`src/rtl/pglue_pkg.sv`:
```
package pglue_pkg;
  localparam int ADDR_W = 12;
  localparam logic [ADDR_W-1:0] OFS_CTRL     = 12'h000;
  localparam logic [ADDR_W-1:0] OFS_INTX_ST  = 12'h008;
  localparam logic [ADDR_W-1:0] OFS_EVT_ST   = 12'h010;
  localparam logic [ADDR_W-1:0] OFS_INTX_MSK = 12'h01C;
  localparam logic [ADDR_W-1:0] OFS_EVT_MSK  = 12'h024;
  localparam logic [ADDR_W-1:0] OFS_PWR      = 12'h02C;
  localparam logic [ADDR_W-1:0] OFS_L1_RES   = 12'h154;
  localparam logic [ADDR_W-1:0] OFS_HRST     = 12'h180;
  localparam logic [ADDR_W-1:0] OFS_LINK     = 12'h300;
  localparam int HALF_W   = 16;
  localparam int NUM_EVT  = 2;
  localparam int EVT_LSB  = 1;
  localparam int HRST_DONE_BIT = 3;
endpackage

```
`src/rtl/pglue_wm_reg.sv`:
```
module pglue_wm_reg #(
  parameter int           W       = 16,
  parameter logic [W-1:0] RST_VAL = '0
) (
  input  logic         clk,
  input  logic         rst_n,
  input  logic         wr_en,
  input  logic [W-1:0] bit_en,
  input  logic [W-1:0] bit_val,
  output logic [W-1:0] q
);
  logic [W-1:0] q_nxt;

  always_comb begin
    q_nxt = q;
    if (wr_en) q_nxt = (q & ~bit_en) | (bit_val & bit_en);
  end

  always_ff @(posedge clk or negedge rst_n) begin
    if (!rst_n) q <= RST_VAL;
    else        q <= q_nxt;
  end

  AST_WM_UNENABLED_KEEP: assert property (@(posedge clk) disable iff (!rst_n)
    wr_en |=> (((q ^ $past(q)) & ~$past(bit_en)) == '0));
  AST_WM_IDLE_STABLE: assert property (@(posedge clk) disable iff (!rst_n)
    !wr_en |=> $stable(q));
endmodule

```
`src/rtl/pglue_evt_stat.sv`:
```
module pglue_evt_stat #(
  parameter int N = 2
) (
  input  logic         clk,
  input  logic         rst_n,
  input  logic [N-1:0] evt_in,
  input  logic         clr_en,
  input  logic [N-1:0] clr_bits,
  output logic [N-1:0] st,
  output logic [N-1:0] rise
);
  logic [N-1:0] prev_q;
  logic [N-1:0] st_nxt;
  logic [N-1:0] clr_eff;

  assign rise = evt_in & ~prev_q;

  always_comb begin
    clr_eff = clr_en ? clr_bits : '0;
    st_nxt  = (st & ~clr_eff) | rise;
  end

  always_ff @(posedge clk or negedge rst_n) begin
    if (!rst_n) begin
      prev_q <= '0;
      st     <= '0;
    end else begin
      prev_q <= evt_in;
      st     <= st_nxt;
    end
  end

  for (genvar g = 0; g < N; g++) begin : g_chk
    AST_EVT_SET_WINS: assert property (@(posedge clk) disable iff (!rst_n)
      (evt_in[g] && !prev_q[g]) |=> st[g]);
    AST_EVT_STICKY: assert property (@(posedge clk) disable iff (!rst_n)
      (st[g] && !(clr_en && clr_bits[g])) |=> st[g]);
  end
endmodule

```
`src/rtl/pglue_hold.sv`:
```
module pglue_hold (
  input  logic clk,
  input  logic rst_n,
  input  logic dly_en,
  input  logic req_rise,
  input  logic done_wr,
  output logic hold
);
  logic hold_nxt;
  logic arm;

  assign arm = dly_en & req_rise;

  always_comb begin
    hold_nxt = hold;
    if (done_wr) hold_nxt = 1'b0;
    if (arm)     hold_nxt = 1'b1;
  end

  always_ff @(posedge clk or negedge rst_n) begin
    if (!rst_n) hold <= 1'b0;
    else        hold <= hold_nxt;
  end

  AST_HOLD_ARM: assert property (@(posedge clk) disable iff (!rst_n)
    (dly_en && req_rise) |=> hold);
  AST_HOLD_RELEASE: assert property (@(posedge clk) disable iff (!rst_n)
    (done_wr && !(dly_en && req_rise)) |=> !hold);
  AST_HOLD_NO_SPURIOUS: assert property (@(posedge clk) disable iff (!rst_n)
    (!hold && !(dly_en && req_rise)) |=> !hold);
endmodule

```
`src/rtl/pcie_glue_regs.sv`:
```
module pcie_glue_regs
  import pglue_pkg::*;
#(
  parameter int NUM_INTX = 4,
  parameter int LTSSM_W  = 6
) (
  input  logic                clk,
  input  logic                rst_n,
  input  logic                psel,
  input  logic                penable,
  input  logic                pwrite,
  input  logic [ADDR_W-1:0]   paddr,
  input  logic [31:0]         pwdata,
  output logic [31:0]         prdata,
  output logic                pready,
  input  logic [NUM_INTX-1:0] intx_in,
  input  logic                evt_link_chg,
  input  logic                evt_rst_req,
  input  logic [LTSSM_W-1:0]  ltssm_state,
  input  logic [1:0]          link_bits,
  input  logic                l1_1_res,
  input  logic                l1_2_res,
  output logic [3:0]          dev_mode,
  output logic                ltssm_en,
  output logic                ltssm_go,
  output logic                train_hold,
  output logic                link_up,
  output logic                clkreq_ready,
  output logic [1:0]          clkreq_pd,
  output logic                dly_train_en,
  output logic                enh_ltssm_en,
  output logic                irq
);
  localparam int IMSK_W = 8;

  logic              wr;
  logic              wr_ctrl, wr_imsk, wr_emsk, wr_pwr, wr_hrst, wr_est;
  logic [HALF_W-1:0] ctrl_q, emsk_q, pwr_q, hrst_q;
  logic [IMSK_W-1:0] imsk_q;
  logic [HALF_W-1:0] hrst_en;
  logic              done_wr;
  logic [NUM_EVT-1:0] evt_st, evt_rise;
  logic [31:0]       rd;

  assign wr      = psel & penable & pwrite;
  assign wr_ctrl = wr & (paddr == OFS_CTRL);
  assign wr_imsk = wr & (paddr == OFS_INTX_MSK);
  assign wr_emsk = wr & (paddr == OFS_EVT_MSK);
  assign wr_pwr  = wr & (paddr == OFS_PWR);
  assign wr_hrst = wr & (paddr == OFS_HRST);
  assign wr_est  = wr & (paddr == OFS_EVT_ST);
  assign pready  = 1'b1;

  // the acknowledge bit is a strobe, never stored
  assign hrst_en = pwdata[HALF_W +: HALF_W] & ~(HALF_W'(1) << HRST_DONE_BIT);
  assign done_wr = wr_hrst & pwdata[HALF_W + HRST_DONE_BIT] & pwdata[HRST_DONE_BIT];

  pglue_wm_reg #(.W(HALF_W), .RST_VAL('0)) u_ctrl (
    .clk, .rst_n, .wr_en(wr_ctrl), .bit_en(pwdata[HALF_W +: HALF_W]),
    .bit_val(pwdata[HALF_W-1:0]), .q(ctrl_q));
  pglue_wm_reg #(.W(IMSK_W), .RST_VAL('1)) u_imsk (
    .clk, .rst_n, .wr_en(wr_imsk), .bit_en(pwdata[HALF_W +: IMSK_W]),
    .bit_val(pwdata[IMSK_W-1:0]), .q(imsk_q));
  pglue_wm_reg #(.W(HALF_W), .RST_VAL('1)) u_emsk (
    .clk, .rst_n, .wr_en(wr_emsk), .bit_en(pwdata[HALF_W +: HALF_W]),
    .bit_val(pwdata[HALF_W-1:0]), .q(emsk_q));
  pglue_wm_reg #(.W(HALF_W), .RST_VAL('0)) u_pwr (
    .clk, .rst_n, .wr_en(wr_pwr), .bit_en(pwdata[HALF_W +: HALF_W]),
    .bit_val(pwdata[HALF_W-1:0]), .q(pwr_q));
  pglue_wm_reg #(.W(HALF_W), .RST_VAL('0)) u_hrst (
    .clk, .rst_n, .wr_en(wr_hrst), .bit_en(hrst_en),
    .bit_val(pwdata[HALF_W-1:0]), .q(hrst_q));

  pglue_evt_stat #(.N(NUM_EVT)) u_evt (
    .clk, .rst_n, .evt_in({evt_rst_req, evt_link_chg}), .clr_en(wr_est),
    .clr_bits(pwdata[EVT_LSB +: NUM_EVT]), .st(evt_st), .rise(evt_rise));

  pglue_hold u_hold (
    .clk, .rst_n, .dly_en(hrst_q[1]), .req_rise(evt_rise[1]),
    .done_wr(done_wr), .hold(train_hold));

  assign dev_mode     = ctrl_q[7:4];
  assign ltssm_en     = ctrl_q[2];
  assign ltssm_go     = ltssm_en & ~train_hold;
  assign link_up      = &link_bits;
  assign clkreq_ready = pwr_q[0];
  assign clkreq_pd    = pwr_q[13:12];
  assign dly_train_en = hrst_q[1];
  assign enh_ltssm_en = hrst_q[4];
  assign irq = (|(intx_in & ~imsk_q[NUM_INTX-1:0])) |
               (|(evt_st & ~emsk_q[EVT_LSB +: NUM_EVT]));

  always_comb begin
    rd = '0;
    if (psel && !pwrite) begin
      unique case (paddr)
        OFS_CTRL:     rd[HALF_W-1:0]   = ctrl_q;
        OFS_INTX_ST:  rd[NUM_INTX-1:0] = intx_in;
        OFS_EVT_ST:   rd[EVT_LSB +: NUM_EVT] = evt_st;
        OFS_INTX_MSK: rd[IMSK_W-1:0]   = imsk_q;
        OFS_EVT_MSK:  rd[HALF_W-1:0]   = emsk_q;
        OFS_PWR:      rd[HALF_W-1:0]   = pwr_q;
        OFS_L1_RES:   rd[5:4]          = {l1_2_res, l1_1_res};
        OFS_HRST:     rd[HALF_W-1:0]   = hrst_q;
        OFS_LINK: begin
          rd[LTSSM_W-1:0] = ltssm_state;
          rd[17:16]       = link_bits;
        end
        default:      rd = '0;
      endcase
    end
  end
  assign prdata = rd;

  AST_IRQ_ALL_MASKED: assert property (@(posedge clk) disable iff (!rst_n)
    ((&imsk_q[NUM_INTX-1:0]) && (&emsk_q[EVT_LSB +: NUM_EVT])) |-> !irq);
  AST_GO_BLOCKED: assert property (@(posedge clk) disable iff (!rst_n)
    train_hold |-> !ltssm_go);
  AST_DONE_NEVER_READ: assert property (@(posedge clk) disable iff (!rst_n)
    (psel && !pwrite && paddr == OFS_HRST) |-> !prdata[HRST_DONE_BIT]);
endmodule

```
`config.mk`:
```
export PLATFORM = sky130hd
export DESIGN_NAME = pcie_glue_regs
export DESIGN_NICKNAME = d
export VERILOG_FILES = /design/src/rtl/pglue_pkg.sv /design/src/rtl/pglue_wm_reg.sv /design/src/rtl/pglue_evt_stat.sv /design/src/rtl/pglue_hold.sv /design/src/rtl/pcie_glue_regs.sv
export SDC_FILE = /design/constraint.sdc
export NUM_CORES = 1
export LEC_CHECK = 0
export BUFFER_PORTS_ARGS = -buffer_cell sky130_fd_sc_hd__buf_2
export CAP_MARGIN = 20
export CORE_MARGIN = 2
export CORE_UTILIZATION = 50
export DETAILED_ROUTE_END_ITERATION = 6
export GPL_TIMING_DRIVEN = 1
export MAX_ROUTING_LAYER = met4
export PLACE_DENSITY = 0.76
export SLEW_MARGIN = 20
export SYNTH_ARGS = -nofsm -noshare
export SYNTH_HDL_FRONTEND = slang
export SYNTH_SLANG_ARGS = --single-unit
export TNS_END_PERCENT = 5
```
`constraint.sdc`:
```
create_clock -name clk -period 3.1 [get_ports clk]
set_input_delay 0.31 -clock clk [delete_from_list [all_inputs] [get_ports clk]]
set_output_delay 0.31 -clock clk [all_outputs]
set_load 0.05 [all_outputs]
```
==> results of run 1 <==
-- power breakdown --
| group | switching, mW | internal, mW |
|---|---|---|
| clock network | 0.377 | 0.479 |
| registers | 0.000841 | 0.994 |
| logic | 0.155 | 0.0550 |
-- cells by family (layout without fill, tap and decap cells) --
kind of cell | after synthesis | after routing | share of synthesized area (%)
and+or+nand+nor | 163 | 163 | 21.1
AOI/OAI and AO/OA | 59 | 59 | 10.0
muxes | 75 | 75 | 19.4
DFF | 76 | 76 | 42.5
buffers and inverters | 51 | 145 | 6.83
other | 2 | 15 | 0.165
-- worst max-delay path, delay by kind of cell --
| kind | cells | cell delay (ns) |
|---|---|---|
| compound gates | 2 | 0.43 |
| buf+inv | 3 | 0.69 |
| simple gates | 2 | 1.21 |
-- placed cells by master (no fill, tap or decap), types with 3 or more instances in the layout --
master / count
nor4_4: 7
nor3_1: 7
nor2b_1: 5
dfstp_2: 24
a32oi_1: 5
a41oi_1: 4
mux2_2: 47
nand2b_1: 5
a222oi_1: 7
o21ai_0: 4
nor4_1: 6
nand3_1: 42
a22o_1: 8
conb_1: 15
and3_1: 4
or4_1: 3
nand2_1: 51
buf_2: 96
inv_1: 9
or2_2: 3
dfrtp_1: 52
nor2_1: 8
a31oi_1: 4
mux2_1: 16
nand4_1: 6
and2_1: 3
mux2_4: 10
clkbuf_8: 10
a22oi_1: 7
buf_4: 21
a21oi_1: 8
-- routing by layer --
metal / vias up / wire length (µm) / track usage [%]
li1: 1766 / - / -
met1: 1980 / 5090 / 33.8
met2: 194 / 6080 / 42.5
met3: 31 / 1110 / 6.61
met4: 0 / 374 / 10.0
met5: - / 0 / -
-- what timing repair did --
action,CTS,global route
endpoints found under the setup margin,0,1
hold buffers,1,0
endpoints found under the hold margin,12,0
gates resized for setup,0,1
setup buffers,0,0
-- how the worst max path moves through the flow --
stage	start	end	slack, ns
after floorplan	paddr[7]	prdata[0]	0.10
after global placement	paddr[7]	prdata[0]	0.24
after detailed placement	paddr[7]	prdata[5]	0.22
after CTS	flip-flop	prdata[5]	0.16
after global routing	paddr[9]	prdata[12]	0.05
final	paddr[7]	prdata[0]	0.14
-- through the flow --
stage,cell area [µm²],std cells
global route,5370,641
global placement,5130,624
detailed placement,5130,624
floorplan,4590,439
CTS,5360,641
finish,5370,641
-- layout make-up --
class | instances | area share, %
clock buffers | 11 | 2.64
clock inverters | 5 | 1.54
inverters | 9 | 0.630
multi-input cells | 312 | 43.8
flip-flops and latches | 76 | 36.0
well taps | 108 | 2.52
repair buffers | 120 | 12.8
==> out/results.tsv, run 1 <==
metric	value	unit
min_path_cells	1	
hold_viol_final	0	
track_usage	26.9	%
cts_buffer_depth	2	
worstPathRequired	2.79	ns
max_stage_delay	0.64	ns
fin_setup_tns	0	ns
cts_buffers	9	
hold_ws	0.0782	ns
cp_max_fo	14	
gp_congestion	1.06	
worst_ir_drop_vdd	245	µV
insertion_delay	0.35	ns
rrSetupSlack	2.27	ns
period_minus_slack	2.96	ns
max_freq	338	MHz
grt_pass1_wl	20300	µm
avgRoutedWirePerCell	19.7	µm
path_common_cell	buf_2	
vias_per_cell	6.20	
place_ws	0.215	ns
fin_util	61.2	%
worstRegToRegCells	1	
hp-start	evt_rst_req	
powerDensity	384	nW/µm²
hp-class	input pin to flip-flop	
fillers	725	
hpwl	9350	µm
drive_above_1_share	43.0	%
grt_pass1_vias	3999	
synth_top_area_share	28.6	%
multi_input_area	2350	µm²
synth_most_common_cell	dfrtp_1	
initial_core_util	51.9	%
rsz0062_at_grt	false	
dieHeight	99.3	µm
io_pins	112	
worst_pin_slew	0.937	ns
cts.sinks	76	
drtIter0Drc	405	
dr.pass1.iters	6	
grt_start_max_net_pins	43	
ys_warn_count	0	
setup_ws	0.139	ns
ys_seq_area_share	42.5	%
antenna_found_initial	0	
syn_area_per_cell	10.7	µm²
clkSlewWorstSetupHoldPaths	0.08	ns
routed_wl	12700	µm
design.core.area	8760	µm²
status	completed	
drc	0	
setup_viol	0	
ant_nets	0	
ys_types	52	
maxCapViolations	0	
cpMaxStageDelayCell	nor4_1	
seq_area	1930	µm²
finalNetCount	593	
power	2.06	mW
period_share	95.5	%
cts_root_buffer	clkbuf_8	
synthFlopType	dfrtp_1	
synthTopCellsByArea	dfrtp_1 (29%), dfstp_2 (14%), mux2_2 (12%), nand3_1 (4.6%), nand2_1 (4.2%)	
path_cells	buf_2 -> or4_1 -> buf_4 -> nor4_1 -> a22oi_1 -> a31oi_1 -> buf_2	
syn-cell-area	4540	µm²
arrival	2.65	ns
path_class	input pin to output port	
cts_htree_levels	3	
rows	34	
synth_top_cell_by_area	dfrtp_1	
cts_tree	yes	
vias	3971	
syn_inst	426	
port_buffers	96	
slew_headroom	37.3	%
min_to	u_evt.prev_q[1]$_DFF_PN0_	
dieArea	9870	µm²
critPathLaunchType	input pin	
yosys-top-cells-count	dfrtp_1 (52), nand2_1 (51), mux2_2 (47)	
die_w	99.3	µm
overflow	0	
area_delta_synth_final	18.1	%
maxSlewViolCount	0	
synth-seq-cells	76	
num_antenna_cells	0	
leakage	2.47	nW
synth_edf_count	0	
cp-end-kind	output port	
synthArstFlopShare	100	%
fin_worst_skew	0.00594	ns
No activity file was read; power rests on OpenSTA's default activity.
==> run 2: changes to the inputs <==
Settings changed: CTS_BUF_LIST set to sky130_fd_sc_hd__clkbuf_4 sky130_fd_sc_hd__clkbuf_8.
==> out/results.tsv, run 2 (synthesis results as in run 1) <==
metric	value	unit	change
port_buffers	96		unchanged
rows	34		unchanged
worst_ir_drop_vdd	245	µV	about the same
dr.pass1.iters	5		-1
cts_htree_levels	3		unchanged
drc	0		unchanged
finalNetCount	593		unchanged
leakage	2.47	nW	+0.14%
hold_viol_final	0		unchanged
maxSlewViolCount	0		unchanged
fin_worst_skew	0.00659	ns	+0.000643 ns
multi_input_area	2350	µm²	unchanged
place_ws	0.215	ns	unchanged
cts_buffers	9		unchanged
period_minus_slack	2.96	ns	+0.00329 ns
seq_area	1930	µm²	unchanged
rsz0062_at_grt	false		
worst_pin_slew	0.939	ns	+0.00244 ns
max_freq	337	MHz	-0.11%
cp-end-kind	output port		
insertion_delay	0.35	ns	about the same
dieHeight	99.3	µm	unchanged
vias_per_cell	6.19		-0.15%
antenna_found_initial	0		unchanged
path_class	input pin to output port		
clkSlewWorstSetupHoldPaths	0.08	ns	about the same
grt_pass1_vias	3999		unchanged
initial_core_util	51.9	%	unchanged
track_usage	26.9	%	unchanged
dieArea	9870	µm²	unchanged
dp_cells	624		unchanged
num_antenna_cells	0		unchanged
maxCapViolations	0		unchanged
grt_start_max_net_pins	43		unchanged
powerDensity	386	nW/µm²	+0.48%
fin_util	61.3	%	about the same
design_area	5370	µm²	about the same
cts_buffer_depth	2		unchanged
hp-class	input pin to flip-flop		
cp_max_fo	14		unchanged
cts_root_buffer	clkbuf_8		
drive_above_1_share	43.2	%	+0.19 points
io_pins	112		unchanged
area_delta_synth_final	18.1	%	about the same
status	completed		
drtIter0Drc	405		unchanged
overflow	0		unchanged
cts_tree	yes		
gp_congestion	1.06		unchanged
cts.sinks	76		unchanged
period_share	95.6	%	+0.11 points
hold_ws	0.0772	ns	-0.000968 ns
setup_ws	0.136	ns	-0.00329 ns
layout_common_cells	buf_2 (96), dfrtp_1 (52), nand2_1 (51), mux2_2 (47), nand3_1 (42)		
fillers	723		-0.28%
fin_setup_tns	0	ns	unchanged
arrival	2.65	ns	about the same
ant_nets	0		unchanged
die_w	99.3	µm	unchanged
design.core.area	8760	µm²	unchanged
avgRoutedWirePerCell	19.8	µm	+0.44%
vias	3965		-0.15%
grt_pass1_wl	20300	µm	unchanged
postCtsSetupRepairBufs	0		unchanged
hpwl	9350	µm	unchanged
worstPathRequired	2.79	ns	about the same
place_area	5130	µm²	unchanged
fin_cells	641		unchanged
routed_wl	12700	µm	+0.44%
power	2.07	mW	+0.55%
layout_commonest_cell	buf_2		
critPathLaunchType	input pin		
slew_headroom	37.1	%	-0.16 points
setup_viol	0		unchanged
## run 2: cell count changes in the layout (fill, tap and decap cells not counted)
cell and delta:
clkbuf_1 -1, clkbuf_4 +1
## run 2: worst paths after layout
path                                                 from                   endpoint  slack [ns]  cells past startpoint
worst max-delay path                             paddr[7]                  prdata[5]        0.14                      7
worst min-delay path                          evt_rst_req  u_evt.prev_q[1]$_DFF_PN0_        0.08                      1
worst max register to register                  flip-flop                  flip-flop        2.27                      1
worst min register to register  u_evt.prev_q[0]$_DFF_PN0_      u_evt.st[0]$_DFF_PN0_        0.45                      1
max in group asynchronous                           rst_n                  async pin        1.88                      3
min in group asynchronous                           rst_n  u_evt.prev_q[0]$_DFF_PN0_        0.42                      2
## run 2: final cells by class
cell class,count,share of cell area (%)
well taps,108,2.52
clock inverters,5,1.54
multi-input cells,312,43.8
clock buffers,11,2.70
flip-flops and latches,76,36.0
repair buffers,120,12.8
inverters,9,0.629
## run 2: timing repair
item / in CTS / in global routing
hold buffers: 1 / 0
endpoints found under the setup margin: 0 / 1
hold endpoints to repair: 12 / 0
resized for setup: 0 / 1
## run 2: critical path, stage by stage
cell and delay, ns:
buf_2 0.13, or4_1 0.57, buf_4 0.25, nor4b_2 0.56, o21ai_0 0.22, a22oi_1 0.29
buf_2 0.31
## run 2: report_power, final
part | switching [mW] | total, mW | internal (mW)
combinational | 0.156 | 0.211 | 0.0550
clock | 0.379 | 0.867 | 0.488
sequential | 0.000838 | 0.995 | 0.994
total | 0.536 | 2.07 | 1.54
## run 2: per-layer routing
layer  wire length (µm)  part of all wire, %  up-vias  track usage (%)
li1                   -                    -     1764                -
met5                  0                    0        -                -
met2               6090                   48      207             42.5
met1               5110                   40     1963             33.8
met4                374                  2.9        0             10.0
met3               1140                  9.0       31             6.61
==> run 3: changes to the inputs <==
Settings changed: CELL_PAD_IN_SITES_DETAIL_PLACEMENT set to 0, CELL_PAD_IN_SITES_GLOBAL_PLACEMENT set to 2, CORE_UTILIZATION 50 to 37, HOLD_SLACK_MARGIN set to 0.02, PLACE_DENSITY 0.76 to not set, PLACE_DENSITY_LB_ADDON set to 0.1.
Clock period 3.1 ns to 3.8 ns, I/O delays scaled along.
==> out/results.tsv, run 3 (synthesis results as in run 1) <==
metric	value	unit	change
cpMaxStageDelayCell	or4_1		
setup_viol	0		unchanged
path_cells	buf_2 -> or4_1 -> nor4_4 -> o211ai_1 -> a41oi_1 -> buf_2		
cts.sinks	76		unchanged
avgRoutedWirePerCell	20.4	µm	+2.9%
fin_setup_tns	0	ns	unchanged
port_buffers	96		unchanged
hp-start	evt_rst_req		
overflow	0		unchanged
leakage	2.40	nW	-2.7%
arrival	2.90	ns	+0.25 ns
multi_input_area	2350	µm²	about the same
period_share	86.2	%	
worst_pin_slew	1.03	ns	+0.0903 ns
grt_pass1_wl	21400	µm	+5.6%
hold_ws	0.121	ns	+0.0440 ns
worst_ir_drop_vdd	192	µV	-22%
cts_root_buffer	clkbuf_8		
track_usage	22.5	%	-4.5 points
grt_pass1_vias	3788		-5.3%
routed_wl	13700	µm	+7.4%
worstPathRequired	3.42	ns	+0.63 ns
hold_viol_final	0		unchanged
drive_above_1_share	42.1	%	-1.0 points
gp_congestion	0.876		-17%
seq_area	1930	µm²	unchanged
io_pins	112		unchanged
cts_htree_levels	3		unchanged
dieArea	13200	µm²	+34%
dr.pass1.iters	5		unchanged
grt_start_max_net_pins	77		+79%
layout_commonest_cell	buf_2		
area_delta_synth_final	16.5	%	
initial_core_util	37.8	%	-14 points
cts_resized	0		unchanged
drtIter0Drc	213		-47%
place_ws	0.516	ns	+0.301 ns
finalNetCount	582		-1.9%
powerDensity	308	nW/µm²	-20%
min_path_cells	1		unchanged
worstRegToRegCells	1		unchanged
layout_common_cells	buf_2 (95), dfrtp_1 (52), nand2_1 (51), mux2_2 (47), nand3_1 (42)		
fin_worst_skew	0.00735	ns	+0.000759 ns
rrSetupSlack	2.96	ns	+0.69 ns
critPathLaunchType	input pin		
cp-end-kind	output port		
dieHeight	115	µm	+16%
path_common_cell	buf_2		
ant_nets	0		unchanged
vias_per_cell	5.60		-9.5%
drc	0		unchanged
cts_tree	yes		
rows	40		+18%
clkSlewWorstSetupHoldPaths	0.08	ns	about the same
max_stage_delay	0.78	ns	+0.21 ns
maxSlewViolCount	0		unchanged
vias	3744		-5.6%
rsz0062_at_grt	false		
design.core.area	12000	µm²	+37%
hp-class	input pin to flip-flop		
startpoint	paddr[3]		
cts_buffer_depth	2		unchanged
num_antenna_cells	0		unchanged
cts_buffers	9		unchanged
setup_ws	0.524	ns	+0.388 ns
path_class	input pin to output port		
die_w	115	µm	+16%
power	1.63	mW	-21%
hpwl	9680	µm	+3.5%
insertion_delay	0.37	ns	+0.02 ns
slew_headroom	31.0	%	-6.0 points
cp_max_fo	16		+2
postCtsSetupRepairBufs	0		unchanged
fin_util	44.1	%	-17 points
antenna_found_initial	0		unchanged
period_minus_slack	3.28	ns	
cts_hold_buf	0		-1
fillers	1211		+67%
status	completed		
maxCapViolations	0		unchanged
max_freq	305	MHz	
[run 3: changes by cell type in the layout (fill, tap and decap cells not counted), sizes merged]
cell         change
clkbuf           +1
dlygate4sd3      -1
clkinv           +1
inv              -1
buf             -10
bufinv           -1
[run 3: final timing paths]
kind	endpoint
min reg2reg	u_evt.st[0]$_DFF_PN0_
max in group asynchronous	async pin
max	prdata[13]
max reg2reg	flip-flop
min in group asynchronous	async pin
min	u_evt.prev_q[1]$_DFF_PN0_
[run 3: layer usage]
metal | vias up | wire length [µm] | track usage, %
met1 | 1872 | 6450 | 30.7
met3 | 25 | 688 | 3.80
met5 | - | 0 | -
met4 | 0 | 376 | 11.2
li1 | 1739 | - | -
met2 | 108 | 6140 | 32.2
[run 3: report_power, final]
| part | switching (mW) | leakage, nW | internal [mW] | total (mW) |
|---|---|---|---|---|
| Combinational | 0.128 | 1.34 | 0.0421 | 0.170 |
| Sequential | 0.000584 | 0.959 | 0.811 | 0.812 |
| Clock | 0.312 | 0.107 | 0.335 | 0.647 |
[run 3: stage by stage]
step / cells / area, µm²
after floorplan: 439 / 4590
after global placement: 653 / 5090
after detailed placement: 653 / 5090
after CTS: 669 / 5300
after global routing: 669 / 5300
final: 669 / 5300
[run 3: critical path: cells and delay by family]
family                 cells  cell delay [ns]
and+or+nand+nor            2             1.18
AOI/OAI and AO/OA          2             0.81
buffers and inverters      2             0.51
[run 3: layout make-up]
type / instances / share of cell area [%]
inverter: 9 / 0.638
sequential: 76 / 36.5
tap: 147 / 3.47
clock inverter: 4 / 0.922
multi-input combinational: 312 / 44.4
clock buffer: 12 / 2.88
timing repair buffer: 109 / 11.2
